**src/rtl/spi3_pkg.sv**
```systemverilog
// Shared definitions for the three-wire register slave.
// Assumes: the address is at least 9 bits wide and at most 13 bits wide.
package spi3_pkg;

    // Position within one transfer
    typedef enum logic [1:0] {
        PH_CMD_HI = 2'd0,   // first instruction byte
        PH_CMD_LO = 2'd1,   // second instruction byte
        PH_DATA   = 2'd2,   // data bytes
        PH_DONE   = 2'd3    // bounded burst finished, ignore the rest
    } phase_e;

    localparam logic [1:0] BURST_STREAM = 2'b11;

    // Number of data bytes for a bounded burst code (00 -> 1, 01 -> 2, 10 -> 3)
    function automatic logic [1:0] burst_bytes(input logic [1:0] code);
        return code + 2'd1;
    endfunction

endpackage

```
**src/rtl/spi3_sync_edge.sv**
```systemverilog
// Brings sclk, cs_n and sdio_i into the clk domain and flags serial clock edges.
// Assumes: each sclk level lasts at least three clk cycles. All three inputs
// pass through the same number of stages, so data and clock stay aligned.
module spi3_sync_edge #(
    parameter int STAGES = 2
) (
    input  logic clk,
    input  logic rst_n,
    input  logic sclk,
    input  logic cs_n,
    input  logic sdio_i,
    output logic sclk_rise,
    output logic sclk_fall,
    output logic cs_idle,
    output logic sdio_s
);
    localparam int SIG_W = 3;
    localparam logic [SIG_W-1:0] IDLE_VAL = 3'b010; // {sdio, cs_n, sclk}

    logic [SIG_W-1:0] pipe_q [STAGES];
    logic             sclk_prev_q;

    // Synchroniser chain, one stage per generate step
    for (genvar s = 0; s < STAGES; s++) begin : g_stage
        if (s == 0) begin : g_first
            // first stage captures the raw pins
            always_ff @(posedge clk) begin
                if (!rst_n) pipe_q[0] <= IDLE_VAL;
                else        pipe_q[0] <= {sdio_i, cs_n, sclk};
            end
        end else begin : g_next
            // later stages shift the previous one
            always_ff @(posedge clk) begin
                if (!rst_n) pipe_q[s] <= IDLE_VAL;
                else        pipe_q[s] <= pipe_q[s-1];
            end
        end
    end

    // Remember the previous synchronised clock level for edge detection
    always_ff @(posedge clk) begin
        if (!rst_n) sclk_prev_q <= 1'b0;
        else        sclk_prev_q <= pipe_q[STAGES-1][0];
    end

    assign sclk_rise = pipe_q[STAGES-1][0] & ~sclk_prev_q;
    assign sclk_fall = ~pipe_q[STAGES-1][0] & sclk_prev_q;
    assign cs_idle   = pipe_q[STAGES-1][1];
    assign sdio_s    = pipe_q[STAGES-1][2];

endmodule

```
**src/rtl/spi3_frame_ctrl.sv**
```systemverilog
// Decodes the instruction, sequences data bytes, moves the address and drives
// the shared data line during reads.
// Assumes: inputs are already synchronised, and the edge flags last one cycle.
module spi3_frame_ctrl
    import spi3_pkg::*;
#(
    parameter int ADDR_W = 13,
    parameter int IDX_W  = 6
) (
    input  logic             clk,
    input  logic             rst_n,
    input  logic             cs_idle,
    input  logic             sclk_rise,
    input  logic             sclk_fall,
    input  logic             sdio_s,
    input  logic [7:0]       rd_byte,
    output logic [IDX_W-1:0] reg_idx,
    output logic             wr_en,
    output logic [7:0]       wr_byte,
    output logic             sdio_o,
    output logic             sdio_oe
);
    localparam int HI_W = ADDR_W - 8;

    phase_e            phase_q;
    logic [2:0]        bit_cnt_q;
    logic [6:0]        shreg_q;
    logic              rw_q;
    logic              stream_q;
    logic [1:0]        left_q;
    logic [ADDR_W-1:0] addr_q;
    logic [7:0]        byte_in;
    logic              byte_end;

    assign byte_in  = {shreg_q, sdio_s};
    assign byte_end = sclk_rise && !cs_idle && (bit_cnt_q == 3'd7);
    assign wr_en    = byte_end && (phase_q == PH_DATA) && !rw_q;
    assign wr_byte  = byte_in;
    assign reg_idx  = addr_q[IDX_W-1:0];

    // Sample input bits on rising edges and advance the transfer phase
    always_ff @(posedge clk) begin
        if (!rst_n) begin
            phase_q   <= PH_CMD_HI;
            bit_cnt_q <= 3'd0;
            shreg_q   <= 7'd0;
            rw_q      <= 1'b0;
            stream_q  <= 1'b0;
            left_q    <= 2'd0;
            addr_q    <= '0;
        end else if (cs_idle) begin
            phase_q   <= PH_CMD_HI;
            bit_cnt_q <= 3'd0;
            shreg_q   <= 7'd0;
        end else if (sclk_rise) begin
            shreg_q   <= byte_in[6:0];
            bit_cnt_q <= bit_cnt_q + 3'd1;
            if (bit_cnt_q == 3'd7) begin
                case (phase_q)
                    PH_CMD_HI: begin
                        rw_q                 <= byte_in[7];
                        stream_q             <= (byte_in[6:5] == BURST_STREAM);
                        left_q               <= burst_bytes(byte_in[6:5]);
                        addr_q[ADDR_W-1:8]   <= byte_in[HI_W-1:0];
                        phase_q              <= PH_CMD_LO;
                    end
                    PH_CMD_LO: begin
                        addr_q[7:0] <= byte_in;
                        phase_q     <= PH_DATA;
                    end
                    PH_DATA: begin
                        addr_q <= addr_q - 1'b1;
                        left_q <= left_q - 2'd1;
                        if (!stream_q && left_q == 2'd1) phase_q <= PH_DONE;
                    end
                    default: ;
                endcase
            end
        end
    end

    // Launch read bits on falling edges and own the line only during a read
    always_ff @(posedge clk) begin
        if (!rst_n) begin
            sdio_oe <= 1'b0;
            sdio_o  <= 1'b0;
        end else if (cs_idle) begin
            sdio_oe <= 1'b0;
            sdio_o  <= 1'b0;
        end else if (sclk_fall) begin
            if (phase_q == PH_DATA && rw_q) begin
                sdio_oe <= 1'b1;
                sdio_o  <= rd_byte[3'd7 - bit_cnt_q];
            end else begin
                sdio_oe <= 1'b0;
                sdio_o  <= 1'b0;
            end
        end
    end

    // select high leaves the port quiet and the sequencer at its start
    p_idle_quiet_r1: assert property (@(posedge clk) disable iff (!rst_n)
        cs_idle |=> (!sdio_oe && !sdio_o && bit_cnt_q == 3'd0 && phase_q == PH_CMD_HI));

    // the line is only driven for a read transfer
    p_oe_read_only_r7: assert property (@(posedge clk) disable iff (!rst_n)
        sdio_oe |-> rw_q);

    // every completed data byte moves the address down by one
    p_addr_step_r5: assert property (@(posedge clk) disable iff (!rst_n)
        (byte_end && phase_q == PH_DATA) |=> (addr_q == $past(addr_q) - 1'b1));

    // only a bounded burst can reach the finished state
    p_done_bounded_r3: assert property (@(posedge clk) disable iff (!rst_n)
        (phase_q == PH_DONE) |-> !stream_q);

endmodule

```
**src/rtl/spi3_regfile.sv**
```systemverilog
// Byte-wide register storage with one write port and one asynchronous read port.
// Assumes: one index serves both ports, and reset clears every cell.
module spi3_regfile #(
    parameter int DEPTH = 64,
    parameter int IDX_W = $clog2(DEPTH)
) (
    input  logic             clk,
    input  logic             rst_n,
    input  logic             we,
    input  logic [IDX_W-1:0] idx,
    input  logic [7:0]       wdata,
    output logic [7:0]       rdata
);
    logic [7:0] mem_q [DEPTH];

    // Clear on reset, store a completed byte when asked
    always_ff @(posedge clk) begin
        if (!rst_n) begin
            for (int i = 0; i < DEPTH; i++) mem_q[i] <= 8'h00;
        end else if (we) begin
            mem_q[idx] <= wdata;
        end
    end

    assign rdata = mem_q[idx];

    // a store request lands in the addressed cell
    p_write_lands_r6: assert property (@(posedge clk) disable iff (!rst_n)
        we |=> (mem_q[$past(idx)] == $past(wdata)));

endmodule

```
**src/rtl/spi3_reg_slave.sv**
```systemverilog
// Top level of the three-wire register slave: synchroniser, frame controller
// and register file.
// Assumes: the host keeps each sclk level for at least three clk cycles and
// releases the shared line whenever sdio_oe is high.
module spi3_reg_slave #(
    parameter int ADDR_W      = 13,
    parameter int DEPTH       = 64,
    parameter int SYNC_STAGES = 2
) (
    input  logic clk,
    input  logic rst_n,
    input  logic sclk,
    input  logic cs_n,
    input  logic sdio_i,
    output logic sdio_o,
    output logic sdio_oe
);
    localparam int IDX_W = $clog2(DEPTH);

    logic             sclk_rise, sclk_fall, cs_idle, sdio_s;
    logic [IDX_W-1:0] reg_idx;
    logic             wr_en;
    logic [7:0]       wr_byte, rd_byte;

    spi3_sync_edge #(.STAGES(SYNC_STAGES)) u_sync (
        .clk(clk), .rst_n(rst_n), .sclk(sclk), .cs_n(cs_n), .sdio_i(sdio_i),
        .sclk_rise(sclk_rise), .sclk_fall(sclk_fall), .cs_idle(cs_idle), .sdio_s(sdio_s)
    );

    spi3_frame_ctrl #(.ADDR_W(ADDR_W), .IDX_W(IDX_W)) u_ctrl (
        .clk(clk), .rst_n(rst_n), .cs_idle(cs_idle), .sclk_rise(sclk_rise),
        .sclk_fall(sclk_fall), .sdio_s(sdio_s), .rd_byte(rd_byte),
        .reg_idx(reg_idx), .wr_en(wr_en), .wr_byte(wr_byte),
        .sdio_o(sdio_o), .sdio_oe(sdio_oe)
    );

    spi3_regfile #(.DEPTH(DEPTH), .IDX_W(IDX_W)) u_regs (
        .clk(clk), .rst_n(rst_n), .we(wr_en), .idx(reg_idx),
        .wdata(wr_byte), .rdata(rd_byte)
    );

endmodule

```
**config.mk**
```make
export PLATFORM = sky130hd
export DESIGN_NAME = spi3_reg_slave
export DESIGN_NICKNAME = d
export VERILOG_FILES = /design/src/rtl/spi3_pkg.sv /design/src/rtl/spi3_sync_edge.sv /design/src/rtl/spi3_frame_ctrl.sv /design/src/rtl/spi3_regfile.sv /design/src/rtl/spi3_reg_slave.sv
export SDC_FILE = /design/constraint.sdc
export NUM_CORES = 1
export LEC_CHECK = 0
export BUFFER_PORTS_ARGS = -buffer_cell sky130_fd_sc_hd__buf_2
export CAP_MARGIN = 20
export CORE_MARGIN = 10
export CORE_UTILIZATION = 50
export CTS_CLUSTER_DIAMETER = 30
export DETAILED_ROUTE_END_ITERATION = 12
export PLACE_DENSITY_LB_ADDON = 0.2
export SLEW_MARGIN = 20
export SYNTH_ARGS = -nofsm -noshare
export SYNTH_HDL_FRONTEND = slang
export SYNTH_SLANG_ARGS = --single-unit
```
**constraint.sdc**
```tcl
create_clock -name clk -period 3.7 [get_ports clk]
set_clock_uncertainty 0.05 [all_clocks]
set_input_delay 0.185 -clock clk [delete_from_list [all_inputs] [get_ports clk]]
set_output_delay 0.185 -clock clk [all_outputs]
set_load 0.05 [all_outputs]
```
### Word level (Yosys, flattened, before mapping)

Memory sizes are Yosys's and may differ from the RTL's. A register that Yosys moved wholly into a read port is not among the register bits.
Cells that the tools add are included.

* $add $sub $neg: 5
* multiplexer cells: 21
* equality and inequality tests: 6
* order comparisons: 1
* bitwise operators: 8
* reductions and logical operators: 19

Operators with widths (count)
* 6-bit two-way mux: 3
* 8-bit case mux with 2 select lines: 1
* 4-bit AND reduction: 4
* 13-bit by 1-bit subtractor with 13-bit output, second input constant: 1
* 5-bit case mux with 2 select lines: 1
* 1-bit two-way mux: 9
* 8-bit two-way mux: 1
* 8-bit OR reduction: 1
* 1-bit logical AND: 6
* 3-bit two-way mux: 2
* 2-bit case mux with 3 select lines: 1
* 2-bit by 1-bit equality test with 1-bit output, second input constant: 2
* 2-bit equality test, second input constant: 2
* 3-bit by 4-bit less-than comparator with 1-bit output, second input constant: 1
* 1-bit NOT: 4
* 2-bit case mux with 2 select lines: 1
* 2-bit nonzero test: 2
* 3-bit by 1-bit adder with 3-bit output, second input constant: 1
* 1-bit binary-select mux with 3-bit select: 1
* 3-bit equality test, second input constant: 1
* 1-bit zero test: 3
* 3-bit nonzero test: 1
* 3-bit subtractor, first input constant: 1
* 2-bit by 1-bit adder with 2-bit output, second input constant: 1
* 7 further kinds: 9

* word-level logic and storage cells: 73
* bits in writable memories: 518
* memories kept: 2
* flip-flop bits (word level): 32
* output and inout port bits: 2

Memory list
* u_regs.mem_q: depth 64, bits a word 8, rd ports 1, clocked after memory_dff 1, write ports 64, line spi3_regfile.sv:14 `logic [7:0] mem_q [DEPTH];`
* u_sync.pipe_q: depth 2, bits a word 3, rd ports 2, clocked after memory_dff 0, write ports 2, line spi3_sync_edge.sv:20 `logic [SIG_W-1:0] pipe_q [STAGES];`

### Longest topological paths before layout

Gate-level depths: netlist of the first run.

* depth after elaboration: 11
* mapped depth: 12

### Modules after synthesis

A second synthesis of the first run with hierarchy kept.

* cells, all modules: 1973
* area total of the unflattened synthesis: 25424.4 um^2

Modules (own cells, without submodules)
* spi3_regfile: area each 23924.2 um^2, times used 1, cells each 1815
* spi3_frame_ctrl: area each 1303.8 um^2, times used 1, cells each 142
* spi3_sync_edge: area each 196.4 um^2, times used 1, cells each 16

### Worst setup path after synthesis of the first run

OpenSTA, ideal clock, no wires.

* path type: register to register
* start: register u_sync.sclk_prev_q, read port of u_sync.pipe_q
* end: memory u_regs.mem_q[7][0], enable pin
* required time: 3.266 ns
* clock period less this slack: 2.905 ns
* path buffers: 3
* arrival time: 2.471 ns
* slack: 0.795 ns
* cell stages (with the launch flop): 9
* cells stage by stage: dfxtp_1 > nand2b_1 > clkbuf_1 > nor4_2 > and2_1 > nand3_1 > clkbuf_1 > buf_2 > o21ai_0

RTL lines
* from (decl): line spi3_sync_edge.sv:21 `logic sclk_prev_q;`
* to (decl): line spi3_regfile.sv:14

==> flow_metrics.env, run 1 <==
export IMPL_cap_violations=0
export IMPL_synth_distinct_cells=62
export IMPL_hold_end="u_ctrl.sdio_oe"
export IMPL_start_util=0.508
export IMPL_r2r_end="u_ctrl.sdio_o"
export IMPL_layout_commonest_cell="edfxtp_1"
export IMPL_postSynthAreaPerCell_um2=14.0
export IMPL_antenna_found_initial=2
export IMPL_post_cts_buffers=0
export IMPL_ioPinCount=7
export IMPL_fin_area_um2=30900
export IMPL_drt_wirelength_per_cell_um=26.8
export IMPL_area_delta_synth_final_pct=20.3
export IMPL_cp_slowest_cell="dfxtp_4"
export IMPL_die_w_um=247
export IMPL_p_per_area_nw_per_um2=599
export IMPL_grt_total_usage=0.239
export IMPL_postSynthNetCount=1845
export IMPL_numCtsBuffers=114
export IMPL_first_global_vias=16200
export IMPL_p_sw_frac=0.205
export IMPL_synth_fa_ha_area_frac=0.00390
export IMPL_grt_pass1_wl_um=108000
export IMPL_status="finished, final reports clean"
export IMPL_seqPwrFrac=0.386
export IMPL_cts_sinks=549
export IMPL_period_needed_ns=3.03
export IMPL_p_leak_nw=10.6
export IMPL_cts_root_buf="clkbuf_16"
export IMPL_syn_cell_area_um2=25700
export IMPL_reg2reg_setup_slack_ns=0.67
export IMPL_path_max_fanout=51
export IMPL_ys_seq_elements=549
export IMPL_io_buffers=6
export IMPL_cts_buffer_depth=3
export IMPL_vias=16300
export IMPL_seq_area_frac_synth=0.628
export IMPL_worstSetupStartpointType="flip-flop"
export IMPL_max_freq_ghz=0.330
export IMPL_gp_congestion=0.953
export IMPL_route_detailed_drc=0
export IMPL_synthSimpleGateAreaFrac=0.164
export IMPL_reg2regPathDepth=7
export IMPL_drt_pass1_iterations=7
export IMPL_cts_tree="built"
export IMPL_drive_gt1_frac=0.227
export IMPL_drv_slew=0
export IMPL_worst_path_buf_inv=1
export IMPL_final_cell_mix="512 x edfxtp_1, 450 x and2_1, 121 x buf_4"
export IMPL_ys_warn_count=0
export IMPL_final_antenna_net_count=0
export IMPL_finalSetupViolCount=0
export IMPL_synthXorXnorAreaFrac=0.000341
export IMPL_p_switching_mw=3.79
export IMPL_crit_arrival_ns=3.50
export IMPL_totalWireLength_um=72100
export IMPL_drt_initial_drc_count=2120
export IMPL_cts_clk_slew_worst_paths_ns=0.05
export IMPL_dp_final_hpwl_um=46300
export IMPL_diodes=0
export IMPL_grt_max_degree=67
export IMPL_fin_cells=2695
export IMPL_core_area_um2=50500
export IMPL_rsz0062_at_grt="no"
export IMPL_slowest_delay_ns=0.73
export IMPL_hold_viol=0
export IMPL_rows=82
export IMPL_overflow=0
export IMPL_synth_flop_cell="edfxtp_1"
export IMPL_crit_path_end_kind="flip-flop"
export IMPL_combPwrFrac=0.022
export IMPL_path_delay_family="compound AO/OA/AOI/OAI gates"
export IMPL_hold_slack_ns=0.0629
export IMPL_period_share=0.820
export IMPL_hp_start="rst_n"
export IMPL_worst_pin_slew_ns=1.14
export IMPL_ys_async_sr_fraction=0
export IMPL_required_ns=4.17
export IMPL_synth_mux_area_frac=0.122
export IMPL_irDropWorstVdd_uv=421
export IMPL_place_area_um2=26700
export IMPL_synth_compound_area_share=0.0459
export IMPL_nNetsFinal=1940
export IMPL_cts_htree_levels=3
export IMPL_synth_top_family_by_area="simple AND/OR/NAND/NOR gates"
export IMPL_hp_class="in -> reg"
export IMPL_synth_edf_count=512
export IMPL_worstPathCellList="buf_12, mux2_1, o311ai_0, o31ai_1, o32a_1, o311ai_2, o221ai_1"
export IMPL_fin_setup_tns_ns=0
export IMPL_dp_cells=2480
export IMPL_p_clk_frac=0.592
export IMPL_vias_per_cell=6.04
export IMPL_die_area_um2=60800
export IMPL_postSynthCellCount=1832
export IMPL_p_int_mw=14.7
export IMPL_insertion_delay_ns=0.66
export IMPL_die_h_um=247
export IMPL_min_path_cells=4
export IMPL_worstSetupPathType="reg -> reg"
export IMPL_slew_headroom=0.242
[cells by family (layout without fill, tap and decap cells)]
| logic type | count (synthesis) | in the layout |
|---|---|---|
| AND/OR/NAND/NOR | 747 | 747 |
| flip-flops | 549 | 549 |
| AO/OA/AOI/OAI | 183 | 183 |
| multiplexers | 175 | 175 |
| buffers and inverters | 169 | 360 |
| adder cells (fa/ha/maj) | 8 | 8 |
| XOR/XNOR | 1 | 1 |
[cells in the mapped netlist, drive strengths merged (4+ instances only)]
cell / count / area share
a31oi: 5 / 0.0012
dfxtp: 37 / 0.029
o22ai: 13 / 0.0032
clkbuf: 107 / 0.016
mux2i: 49 / 0.019
ha: 8 / 0.0039
nand3: 13 / 0.0025
o21ai: 76 / 0.015
mux2: 20 / 0.0088
and2: 450 / 0.11
mux4: 106 / 0.094
o221ai: 8 / 0.0027
inv: 13 / 0.0019
nor2b: 18 / 0.0044
nand2b: 14 / 0.0034
nor3: 74 / 0.014
o311ai: 4 / 0.0017
nand2: 53 / 0.0078
nor2: 97 / 0.014
nand3b: 5 / 0.0016
a21oi: 24 / 0.0047
nor4: 5 / 0.0015
a221oi: 7 / 0.0024
and3: 8 / 0.0020
a2111oi: 6 / 0.0023
a22oi: 12 / 0.0035
edfxtp: 512 / 0.60
a211oi: 9 / 0.0026
buf: 48 / 0.017
[metal layers]
| layer | share of wire | track usage | vias to the layer above |
|---|---|---|---|
| met3 | 0.088 | 0.0436 | 125 |
| met2 | 0.46 | 0.363 | 807 |
| met4 | 0.028 | 0.0850 | 0 |
| met1 | 0.42 | 0.341 | 8318 |
| li1 | - | - | 7023 |
| met5 | 0 | 0 | - |
[how the worst max path moves through the flow]
stage | from | endpoint | slack, ns | cells after the start
final | flip-flop | u_ctrl.sdio_o | 0.67 | 7
after global placement | flip-flop | u_ctrl.sdio_o | 0.73 | 7
after global routing | flip-flop | u_ctrl.sdio_o | 0.57 | 7
after CTS | flip-flop | u_ctrl.sdio_o | 0.68 | 7
after detailed placement | flip-flop | u_ctrl.sdio_o | 0.70 | 7
after floorplan | u_sync.sclk_prev_q | u_regs.mem_q[7][0] | 0.79 | 8
[power groups by stage]
stage	clock network [mW]	registers, mW	logic, mW
4_1_cts	11.0	7.15	0.394
2_1_floorplan	0	7.20	0.214
3_5_place_dp	0	7.25	0.389
3_3_place_gp	0	7.25	0.384
6_report	11.0	7.15	0.399
5_1_grt	11.4	7.16	0.417
[registers in the layout, summed over array words and instances, names as in the netlist, named ones only]
name                count
u_ctrl.phase_q          2
u_sync.pipe_q           6
u_ctrl.shreg_q          7
u_ctrl.addr_q           6
u_ctrl.stream_q         1
u_regs.mem_q          512
u_ctrl.rw_q             1
u_ctrl.sdio_o           1
u_ctrl.bit_cnt_q        3
u_sync.sclk_prev_q      1
u_ctrl.sdio_oe          1
u_ctrl.left_q           2
[final cells by class]
class / instances / area (µm²)
fillers: 3778 / 19600
flip-flops and latches: 549 / 16100
multi-input cells: 1114 / 8640
clock buffers: 128 / 2970
clock inverters: 84 / 1180
repair buffers: 134 / 1050
well taps: 672 / 841
inverters: 14 / 52.6
[worst register-to-register path, delay by kind of cell (launching register included)]
family                 cells  cell delay (ns)
AO/OA/AOI/OAI              5             1.28
flip-flops                 1             0.73
buffers and inverters      1             0.39
multiplexers               1             0.46
[what timing repair did]
item | CTS | global route
hold buffers | 3 | 0
hold endpoints to repair | 3 | 0
gates resized for setup | 0 | 0
[metrics by stage]
step           worst slack (ns)  power (mW)   util
2_1_floorplan             0.795        7.42      -
4_1_cts                   0.684        18.6  0.612
3_5_place_dp              0.700        7.64  0.529
5_1_grt                   0.566        18.9  0.612
3_3_place_gp              0.735        7.63  0.529
6_report                  0.666        18.5  0.612
Power figures use the tool's default switching activity.
==> inputs of run 2 (changes only) <==
==> constraint.sdc (replaced) <==
create_clock -name clk -period 2.45 [get_ports clk]
set_clock_uncertainty 0.05 [all_clocks]
set_input_delay 0.1225 -clock clk [delete_from_list [all_inputs] [get_ports clk]]
set_output_delay 0.1225 -clock clk [all_outputs]
set_load 0.05 [all_outputs]
==> run 2 against run 1 <==
Compared with the run above:
- the flow now finishes with violations (setup timing)
- sequential share of layout area shrank 2.2 points
- worst setup slack worse by 0.81 ns
- final cell count grew 4.3%
- worst hold slack gained 0.14 ns
- largest cell class unchanged
- maximum frequency up 17%
==> flow_metrics.env, run 2 (synthesized netlist as in run 1, its figures left out) <==
export IMPL_status="finished, violations left"
export IMPL_io_buffers=6
export IMPL_drv_slew=0
export IMPL_totalWireLength_um=73700
export IMPL_p_clk_frac=0.558
export IMPL_nNetsFinal=2054
export IMPL_p_leak_nw=11.2
export IMPL_worstSetupStartpointType="flip-flop"
export IMPL_worst_pin_slew_ns=0.819
export IMPL_cts_sinks=549
export IMPL_cap_violations=0
export IMPL_final_cell_mix="512 x edfxtp_1, 448 x and2_1, 190 x buf_4"
export IMPL_combPwrFrac=0.026
export IMPL_area_delta_synth_final_pct=25.7
export IMPL_hp_class="in -> reg"
export IMPL_overflow=0
export IMPL_die_w_um=247
export IMPL_rows=82
export IMPL_crit_path_end_kind="flip-flop"
export IMPL_p_per_area_nw_per_um2=806
export IMPL_cts_clk_slew_worst_paths_ns=0.05
export IMPL_largest_reg_flops=512
export IMPL_final_core_util=0.639
export IMPL_dp_final_hpwl_um=47700
export IMPL_period_share=1.06
export IMPL_gp_congestion=0.927
export IMPL_fin_area_um2=32300
export IMPL_largest_register="u_regs.mem_q"
export IMPL_final_antenna_net_count=0
export IMPL_p_sw_frac=0.215
export IMPL_slew_headroom=0.454
export IMPL_ioPinCount=7
export IMPL_violations="setup timing"
export IMPL_rsz0062_at_grt="yes"
export IMPL_place_area_um2=27900
export IMPL_p_switching_mw=5.59
export IMPL_vias_per_cell=6.01
export IMPL_reg_largest_list="u_regs.mem_q (512), u_ctrl.shreg_q (7)"
export IMPL_antenna_found_initial=3
export IMPL_hold_viol=0
export IMPL_drt_wirelength_per_cell_um=26.2
export IMPL_max_freq_ghz=0.386
export IMPL_irDropWorstVdd_uv=581
export IMPL_drt_initial_drc_count=2038
export IMPL_crit_arrival_ns=3.06
export IMPL_path_max_fanout=8
export IMPL_die_area_um2=60800
export IMPL_core_area_um2=50500
export IMPL_vias=16900
export IMPL_p_total_mw=26.0
export IMPL_drt_pass1_iterations=6
export IMPL_required_ns=2.92
export IMPL_worst_slack_ns=-0.142
export IMPL_worstSetupPathType="reg -> reg"
export IMPL_insertion_delay_ns=0.65
export IMPL_cts_htree_levels=3
export IMPL_cts_buffer_depth=3
export IMPL_finalSetupViolCount=1
export IMPL_first_global_vias=16700
export IMPL_start_util=0.508
export IMPL_layout_commonest_cell="edfxtp_1"
export IMPL_die_h_um=247
export IMPL_fillCellCount=3615
export IMPL_drive_gt1_frac=0.308
export IMPL_cts_tree="built"
export IMPL_grt_pass1_wl_um=109000
export IMPL_grt_max_degree=76
export IMPL_period_needed_ns=2.59
export IMPL_numCtsBuffers=112
export IMPL_cts_root_buf="clkbuf_16"
export IMPL_grt_total_usage=0.242
export IMPL_seqPwrFrac=0.416
export IMPL_p_int_mw=20.4
export IMPL_route_detailed_drc=0
-- run 2: changes by cell type in the layout (fill, tap and decap cells not counted), sizes merged, moves of 2 or more --
cell / change
buf: +109
clkinv: +19
bufinv: -15
inv: -6
bufbuf: +2
clkbuf: +2
dlygate4sd3: +2
-- run 2: through the flow --
stage,cells,setup WS [ns],setup TNS (ns),hold slack (ns)
finish,2810,-0.142,-0.142,0.201
floorplan,1832,-0.106,-6.79,0.174
global route,2809,-0.153,-0.155,0.213
global placement,2571,-0.402,-0.402,0.260
detailed placement,2571,-0.364,-0.364,0.268
CTS,2803,-0.0890,-0.0890,0.171
-- run 2: worst paths after layout --
| kind | from | to | slack, ns | cells after the start |
|---|---|---|---|---|
| max | flip-flop | u_ctrl.sdio_o | -0.14 | 8 |
| min | sdio_i | u_sync.pipe_q[0][2] | 0.20 | 3 |
| max reg2reg | flip-flop | u_ctrl.sdio_o | -0.14 | 8 |
| min reg2reg | u_sync.pipe_q[0][1] | u_sync.pipe_q[1][1] | 0.36 | 1 |
-- run 2: worst max-delay path, stage by stage, from the launching register on --
cell       delay (ns)
dfxtp_4          0.49
buf_12           0.22
bufbuf_16        0.28
mux4_2           0.55
a221oi_4         0.36
a2111oi_2        0.09
nor3_1           0.18
or4b_1           0.16
o221ai_1         0.10
-- run 2: power groups by stage --
stage          sequential [mW]  clock [mW]  combinational [mW]
2_1_floorplan             10.9           0               0.339
3_3_place_gp              11.0           0               0.618
3_5_place_dp              11.0           0               0.630
4_1_cts                   10.8        14.6               0.648
5_1_grt                   10.8        15.1               0.699
6_report                  10.8        14.5               0.667
-- run 2: timing repair --
item                                    CTS  global route
gates cloned                              3             3
hold buffers                              5             0
setup buffers                            15             4
resized for setup                        24            87
pin swaps                                 3             8
hold endpoints to repair                  4             0
endpoints found under the setup margin   10           408
-- run 2: metal layers --
metal / global-route usage / routed length [µm]
met2: 0.373 / 35000
met1: 0.339 / 30000
met3: 0.0502 / 6690
met5: 0 / 0
met4: 0.0750 / 2010
-- run 2: cell type report --
cell class | instances | area [µm²] | area share
antenna | 1 | 2.50 | 0.0000776
clock inverter | 83 | 787 | 0.0244
clock buffer | 127 | 2880 | 0.0893
sequential | 549 | 16100 | 0.500
timing repair buffer | 250 | 2440 | 0.0757
multi-input combinational | 1114 | 9120 | 0.283
tap | 672 | 841 | 0.0261
inverter | 14 | 52.6 | 0.00163
